--- src/rtl/mdio_link_poller.sv ---
module mdio_link_poller #(
  parameter int N_PHY    = 32,
  parameter int STAT_REG = 1,
  parameter int LINK_BIT = 2
) (
  input  logic                      clk,
  input  logic                      rst_n,
  input  logic                      scan_en,
  input  logic                      any_change_mode,
  input  logic [N_PHY-1:0]          poll_mask,
  input  logic [1:0]                mon_sel,
  input  logic [1:0]                mon_int_en,
  input  logic [$clog2(N_PHY)-1:0]  mon_phy0,
  input  logic [$clog2(N_PHY)-1:0]  mon_phy1,
  input  logic [1:0]                link_pin,
  output logic                      req,
  output logic [$clog2(N_PHY)-1:0]  req_phy,
  output logic [4:0]                req_reg,
  input  logic                      done,
  input  logic                      ack,
  input  logic [15:0]               rd_data,
  input  logic                      host_rd_vld,
  input  logic [$clog2(N_PHY)-1:0]  host_rd_phy,
  input  logic                      host_rd_ack,
  input  logic                      int_clr_vld,
  input  logic [1:0]                int_clr,
  output logic [N_PHY-1:0]          link_map,
  output logic [N_PHY-1:0]          alive_map,
  output logic [1:0]                int_raw,
  output logic [1:0]                int_masked
);
  localparam int AW = $clog2(N_PHY);

  logic          busy;
  logic [AW-1:0] ptr;
  logic [1:0]    prev_link;
  logic [1:0]    chan_link;

  wire          rd_link   = rd_data[LINK_BIT];
  wire          poll_fire = busy & done;
  wire [AW-1:0] ptr_inc   = (ptr == AW'(N_PHY - 1)) ? '0 : ptr + 1'b1;

  logic unused_rd;
  assign unused_rd = ^(rd_data & ~(16'd1 << LINK_BIT));

  assign req     = busy;
  assign req_phy = ptr;
  assign req_reg = 5'(STAT_REG);

  assign chan_link[0] = mon_sel[0] ? link_pin[0] : link_map[mon_phy0];
  assign chan_link[1] = mon_sel[1] ? link_pin[1] : link_map[mon_phy1];

  wire       any_chg = poll_fire & ack & (rd_link != link_map[ptr]);
  wire [1:0] set_v   = any_change_mode ? {1'b0, any_chg} : (chan_link ^ prev_link);
  wire [1:0] clr_v   = int_clr_vld ? int_clr : 2'b00;

  assign int_masked = int_raw & mon_int_en;

  always_ff @(posedge clk) begin
    if (!rst_n) begin
      busy      <= 1'b0;
      ptr       <= '0;
      link_map  <= '0;
      alive_map <= '0;
      prev_link <= '0;
      int_raw   <= '0;
    end else begin
      prev_link <= chan_link;
      int_raw   <= (int_raw & ~clr_v) | set_v;
      if (host_rd_vld) alive_map[host_rd_phy] <= host_rd_ack;
      if (busy) begin
        if (done) begin
          busy           <= 1'b0;
          ptr            <= ptr_inc;
          alive_map[ptr] <= ack;
          if (ack) link_map[ptr] <= rd_link;
        end
      end else if (scan_en) begin
        if (poll_mask[ptr]) busy <= 1'b1;
        else                ptr  <= ptr_inc;
      end
    end
  end
endmodule

--- config.mk ---
export PLATFORM = sky130hd
export DESIGN_NAME = mdio_link_poller
export DESIGN_NICKNAME = d
export VERILOG_FILES = /design/src/rtl/mdio_link_poller.sv
export SDC_FILE = /design/constraint.sdc
export NUM_CORES = 1
export LEC_CHECK = 0
export CORE_MARGIN = 1
export CORE_UTILIZATION = 47
export CTS_CLUSTER_DIAMETER = 80
export DETAILED_ROUTE_END_ITERATION = 8
export PLACE_DENSITY = 0.88
export SETUP_SLACK_MARGIN = 0.1
export SLEW_MARGIN = 20
export SYNTH_ARGS = -nofsm -noshare
export SYNTH_HDL_FRONTEND = slang
export SYNTH_SLANG_ARGS = --single-unit
--- constraint.sdc ---
create_clock -name clk -period 2.75 [get_ports clk]
set_input_delay 0.55 -clock clk [delete_from_list [all_inputs] [get_ports clk]]
set_output_delay 0.55 -clock clk [all_outputs]
set_load 0.01 [all_outputs]
==> results summary, run 1 <==
The latest clock arrival within the worst-skew pair is 360 ps. The number of nets in the finished design came out at 761. The y dimension of the die came out at 103 um. The headroom to the max-slew limit came out at 48.5%. In this run the core area contains 36 standard-cell rows. In this run the most used layer during global routing was met2. The number of buffers inserted for hold repair after clock tree synthesis came out at 0. The number of global-route vias before repair is 4,862. Walking the worst path, the cells encountered are clkdlybuf4s50_1 > buf_4 > mux4_2 > mux4_2 > mux2i_2 > xor2_1 > nor3_1 > o31a_1. The endpoint required time on the critical path is 3000 ps. The routed design could run at a clock period as short as 2450 ps. The Yosys warning count is 0. The global placer's final weighted congestion is 0.900. The standard cell core area is around 10000 um2. After synthesis, the largest family of logic cells by area is multiplexers. The share of the Yosys chip area taken by registers is 30.6%. The floorplan die area is 10,700 um2. The stage delay of the slowest cell on the critical path came out at 480 ps. The measured slew at the worst slew-check pin came out at approximately 770 ps.

The met3 track utilization from global routing is 7.46%. The pin count of the biggest net entering global routing came out at 44. Setup repair after global routing left no endpoint under its margin. The synthesized netlist devotes 17.6% of its cell area to simple gates. Among all cell types in the netlist, the one instantiated most often is dfxtp_1. The register bit total from synthesis came out at 74. After global routing the overflow that remains totals 0.

The remaining number of nets flagged by the antenna check after routing is 0. The post-detailed-placement half-perimeter wirelength came out at between 10,000 and 15,000 um. The starting density of the core came out at 49.0%. In this run the worst hold path is classified as register to register. The final sum of negative setup slack came out at 0 ps. The global router's overall resource usage is just over 30%.

The diode insertion count for antenna repair came out at 0. In the post-synthesis netlist, the biggest area contributors are dfxtp_1 (31%), mux4_2 (13%), mux2i_1 (10%). The synthesized instance count is 544. The longest clock path from root to sink contains 2 buffers. The DRC violation count after routing came out at 0. The cell at the root of the clock tree is clkbuf_8. The via total after detailed routing is approximately 5,000. The initial antenna violation count is 0.

The most common flop cell mapped by yosys is dfxtp_1. The average size of a mapped cell is 8.89 um2. Compared with the post-synthesis result, the final layout area differs by 37.5%.

The max-slew violation count was 0. The number of input and output port buffers inserted came out at between 100 and 150. Setup violations remaining at the end of the flow were counted as 0. The leakage power total came out at 0.00234 uW. The total length of routed wires came out at 15,900 um. For this run, global-route usage on met1 was measured as 36.7%. On the critical path, the stage with the largest delay is an instance of clkdlybuf4s50_1. Yosys mapped a number of flops with a built-in enable equal to 0. The flow ran to the end, and the final reports show no timing, DRC or antenna violations. The number of sinks on the clock net came out at 74. Multiplexer cells account for a little under a quarter of the synthesized area. IR analysis of the VDD net gives a maximum drop of between 0.0002 and 0.0003 V.

TritonCTS built the clock tree. For this run, the share of the core covered by cells in the final layout is 67.5%. Summing the areas of all compound-gate instances in the mapped netlist gives a little over a fifth of the synthesized area. The commonest cells after synthesis are dfxtp_1 (74), nand2_1 (57), nor2_1 (50), mux2i_1 (49), clkbuf_1 (36).

For this run, global-route usage on met2 was measured as 53.8%. For this run, the top clock speed supported by timing is 409 MHz. The number of I/O pins came out at between 150 and 200. The most numerous cell type found on the critical path is mux4_2. The iteration-0 DRC count of the detailed router is between 400 and 500.

The fraction of the mapped netlist area in adder cells is 1.29%. The width of the die came out at 103 um. STA puts the critical path data arrival time at 2700 ps. The worst setup path is of the input pin to register kind. The wire length of the first global-routing pass is 24,800 um.

STA classifies the critical path endpoint as a register. The post-synthesis async set-or-reset flop share came out at 0%. The cell area after synthesis came out at 4840 um2. The number of buffers created by CTS is 9. In the final routed layout, each cell accounts on average for around 20 um. The power density over the cells is 372 nW/um2. The synthesized netlist contains 52 unique library cells. The count of endpoints failing hold in the final timing report came to 0.

The clock transition time at the flip-flop clock pins of the worst setup and hold paths is 80 ps. The worst path uses between 80 and 90% of the clock period. In this run the biggest area consumer among cell types represents 30.6% of the synthesized area. The sort of element at the start of the critical path is an input pin.

The H-tree depth is 3. The critical-path maximum fanout came out at 8. The pre-antenna-repair detailed-routing pass consisted of 7 iterations. The synthesized netlist devotes 0.362% of its cell area to XOR and XNOR gates.

The count of maximum capacitance violations is 0. The average vias per placed instance is 6.08. The total power came out at 2480 uW. Summed over all instances, the cell type with the most area after synthesis is dfxtp_1. The clock skew came out at about 6.3 ps. The post-route netlist has 11.9% of its cells at a drive strength greater than 1.
[final timing paths]
kind	cells after the start	slack (ps)	start	endpoint
setup / recovery	8	300	mon_phy1[1]	int_raw[1]
hold / removal	2	560	link_map[0]	link_map[0]
setup reg to reg	7	410	req_phy[0]	req_phy[3]
hold reg to reg	2	560	link_map[0]	link_map[0]
[power by group]
part,switching [uW],total [uW],leakage [uW],internal [uW]
logic,190,411,0.00163,221
registers,8.00,1090,0.000597,1080
clock network,414,976,0.000117,561
[cell type report]
cell class	instances	area (um2)
tap	133	166
clock buffer	12	155
inverter	3	11.3
timing repair buffer	170	1640
clock inverter	4	73.8
sequential	74	1480
multi-input combinational	418	3120
fill	768	3210
[worst max-delay path: cells and delay by family]
kind            cells  cell delay (ps)
compound gates      1              240
xor+xnor            1              180
buf+inv             2              660
mux                 3             1000
simple gates        1               70
[metal layers]
metal | up-vias | part of all wire (%)
met5 | - | 0
met4 | 0 | 3.9
met3 | 58 | 9.1
met2 | 328 | 50
met1 | 2322 | 37
li1 | 2244 | -
[repair_timing]
action / in CTS / in global routing
gates resized for setup: 1 / 1
pin swaps: 0 / 1
setup endpoints to repair: 1 / 1
setup buffers: 0 / 1
[metrics by stage]
step / hold slack (ps) / worst slack (ps) / cell area [um2] / cells
6_report: 558 / 304 / 6660 / 814
3_3_place_gp: 533 / -207 / 6410 / 797
4_1_cts: 555 / 118 / 6650 / 813
3_5_place_dp: 544 / -277 / 6410 / 797
5_1_grt: 585 / 253 / 6660 / 814
2_1_floorplan: 529 / 345 / 4850 / 547
[layout by cell type (no fill, tap or decap), types with 11 or more instances in the layout]
cell	instances
dfxtp_1	74
a21boi_1	34
o21ai_1	34
nand2_1	57
mux2i_1	48
buf_4	30
clkdlybuf4s50_1	136
a21oi_1	20
o21a_1	32
clkbuf_8	11
mux4_2	29
nor2_1	50
[cells by family (layout without fill, tap and decap cells)]
logic type,Yosys count,count (layout)
adders and majority gates,5,5
xor gates and xnor gates,2,2
other,2,5
buffers and inverters,55,189
AOI/OAI and AO/OA,155,155
DFF,74,74
and+or+nand+nor,172,172
muxes,79,79
(Power assumes the default switching activity.)
==> run 2, diff against run 1 <==
- CORE_UTILIZATION: 47 -> 48
- CTS_BUF_LIST: not set -> sky130_fd_sc_hd__clkbuf_4
- PLACE_DENSITY: 0.88 -> not set
- PLACE_DENSITY_LB_ADDON: not set -> 0.08
==> results summary, run 2 (synthesis gave the netlist of run 1 again) <==
The run finished with clean final reports. The final standard cell utilization of the core came out at 67.6% (+0.17 points). The number of input and output port buffers inserted came to 138 (unchanged). The measured slew at the worst slew-check pin is 792 ps (+19.5 ps). The total length of routed wires is 15,600 um (-2.0%).

The number of nets in the finished design is 764 (+0.39%). The post-cts repair resize count is 0 (-1). The pin count of the biggest net entering global routing came to 33 (-25%).

The clock transition time at the flip-flop clock pins of the worst setup and hold paths is 150 ps (+70 ps). The first-pass detailed-route iteration total came out at 5 (-2). The worst hold path begins at link_map[11].

The area growth from synthesis to final layout came out at 36.6%. Among all stages on the critical path, the largest delay is contributed by mux4_2. The cell internal power dissipation is 1690 uW (-9.6%). The initial antenna violation count came to 0 (unchanged). The number of global-route vias before repair is 4,746 (-2.4%). Leaving out fill and tap cells, the most frequent cell in the layout is clkdlybuf4s50_1. The total power is 2330 uW (-5.9%). Setup repair after global routing left no endpoint under its margin. The final global-route overflow total is 0 (unchanged).

The remaining number of nets flagged by the antenna check after routing came out at 0 (unchanged). The area of all placed cells without fillers came out at 6610 um2 (-0.66%). Among the stages of the critical path, the cell type that occurs most often is mux4_2. The iteration-0 DRC count of the detailed router is 247 (-41%). The stage delay of the slowest cell on the critical path was 510 ps (+30 ps). The starting density of the core is 49.5% (+0.45 points).

The share of total power in sequential cells came out at 46.9% (+2.9 points). The critical path starts at mon_phy1[0]. The diode insertion count for antenna repair was 0 (unchanged). The via total after detailed routing came to 4,963 (+0.22%). The clock period minus worst slack is 2520 ps (+69.1 ps). The power density over the cells came out at 353 nW/um2 (-5.2%). The count of fill cells added during filler insertion is 805 (+4.8%). The type of the worst setup path is input pin to register. The routed wire length per instance came out at 19.1 um (-2.4%). The portion of the clock cycle consumed by the worst path in the final layout is 91.5% (+2.5 points). The count of endpoints failing hold in the final timing report is 0 (unchanged). The wire length of the first global-routing pass came out at 24,200 um (-2.5%). The y dimension of the die is 102 um (-1.0%).

The H-tree depth came to 3 (unchanged). The cell at the root of the clock tree is clkbuf_4. The max-slew violation count is 0 (unchanged). The reported net switching power is 645 uW (+5.4%). The fraction of power consumed by the clock network is 35.5% (-3.9 points). The floorplan die area is 10,500 um2 (-2.0%). TritonCTS built the clock tree. The number of I/O pins came out at 159 (unchanged). The combined buffer and inverter count along the critical path came out at 2 (unchanged). The worst IR drop on VDD is 0.000277 V (-7.0%). The clock skew is 26.4 ps (+20.1 ps). The sort of element at the end of the critical path is a register.

The number of buffers created by CTS is 9 (unchanged). The maximum buffer depth of the clock tree came out at 2 (unchanged). The number of buffers inserted for hold repair after clock tree synthesis came out at 0 (unchanged).

The cell area after placement is 6440 um2 (+0.47%). The average vias per placed instance was 6.07 (-0.15%). The width of the die is 102 um (-1.0%).

The start of the worst register-to-register path is req_phy[4]. The DRC violation count after routing is 0 (unchanged). The critical path data arrival time is 2870 ps (+170 ps). The top cell types in the final layout, fill and taps aside, are clkdlybuf4s50_1 (137), dfxtp_1 (74), nand2_1 (57), nor2_1 (50), mux2i_1 (49). The global router's overall resource usage was 30.6% (-0.53 points). The final count of negative-setup-slack endpoints came out at 0 (unchanged).

The ratio of cells with drive above 1 in the final layout is 12.1% (+0.24 points). The number of placed cells counting well taps came out at 801 (+0.50%). The number of standard cells in the final layout excluding fillers was 817 (+0.37%). The count of maximum capacitance violations came to 0 (unchanged). The setup fix buffers added after clock tree synthesis came out at 0 (unchanged).

The latest clock arrival within the worst-skew pair came out at 450 ps (+90 ps). The maximum achievable frequency is 398 MHz (-2.7%). The post-detailed-placement half-perimeter wirelength was 12,000 um (-0.13%).

The global placer's final weighted congestion was 0.884 (-1.8%). The switching part of the total power is 27.7% (+3.0 points). The standard cell core area was 9770 um2 (-0.91%). The share of power burned in combinational logic is 17.6% (+1.0 points). The endpoint required time on the critical path is 3110 ps (+110 ps). The path category of the worst min-delay check is register to register. STA classifies the critical path startpoint as an input pin.

Grouping stages by cell kind, the critical path spends the most delay in multiplexers. The placement row count came out at 36 (unchanged). The headroom to the max-slew limit came out at 46.8% (-1.7 points). The number of sinks on the clock net came to 74 (unchanged). The leakage power total is 0.00233 uW (-0.66%). The signal on the critical path passes through clkdlybuf4s50_1 > buf_12 > mux4_2 > mux4_2 > mux2i_1 > xor2_1 > nor3_1 > o31a_1. The critical-path maximum fanout is 8 (unchanged).
-- run 2: cell count changes in the layout (fill, tap and decap cells not counted), sizes merged --
cell and delta:
clkdlybuf4s50 +1, clkbuf -3, dlymetal6s2s -1, buf +3, inv +2, clkinv +1
-- run 2: power by group through the flow --
stage,sequential (uW),combinational (uW),clock (uW)
final,1090,411,827
after global routing,1100,438,882
after CTS,1090,409,839
after detailed placement,1120,408,0
after global placement,1120,401,0
after floorplan,1120,218,0
-- run 2: cell type report --
type                    count  area (um2)  share of cell area, %
repair buffers            173        1660                   25.2
clock buffers               9        67.6                   1.02
clock inverters             7         101                   1.53
multi-input cells         418        3120                   47.2
well taps                 133         166                   2.52
inverters                   3        11.3                  0.170
flip-flops and latches     74        1480                   22.4
-- run 2: stage by stage --
stage,hold slack (ps),TNS (ps),setup slack [ps]
6_report,554,0,234
4_1_cts,542,0,237
5_1_grt,571,0,112
3_3_place_gp,512,-228,-222
3_5_place_dp,540,-340,-255
2_1_floorplan,529,0,345
-- run 2: worst reg2reg max path, stage by stage (launching register included) --
cell and delay (ps):
dfxtp_1 410, buf_4 220, nor3_1 670, a22oi_1 160, and4_1 240, a31o_2 320
and4bb_1 210, o21a_1 160
-- run 2: worst paths after layout --
kind	slack, ps	endpoint	cells past startpoint
worst max-delay path	230	int_raw[1]	8
worst min-delay path	550	link_map[11]	2
worst max register to register	280	req_phy[2]	7
worst min register to register	550	link_map[11]	2
-- run 2: metal layers --
layer | vias to the layer above | track usage [%] | part of all wire, %
met3 | 43 | 4.58 | 7.1
met5 | - | 0 | 0
li1 | 2261 | - | -
met1 | 2411 | 37.7 | 40
met2 | 248 | 52.0 | 50
met4 | 0 | 15.7 | 3.8
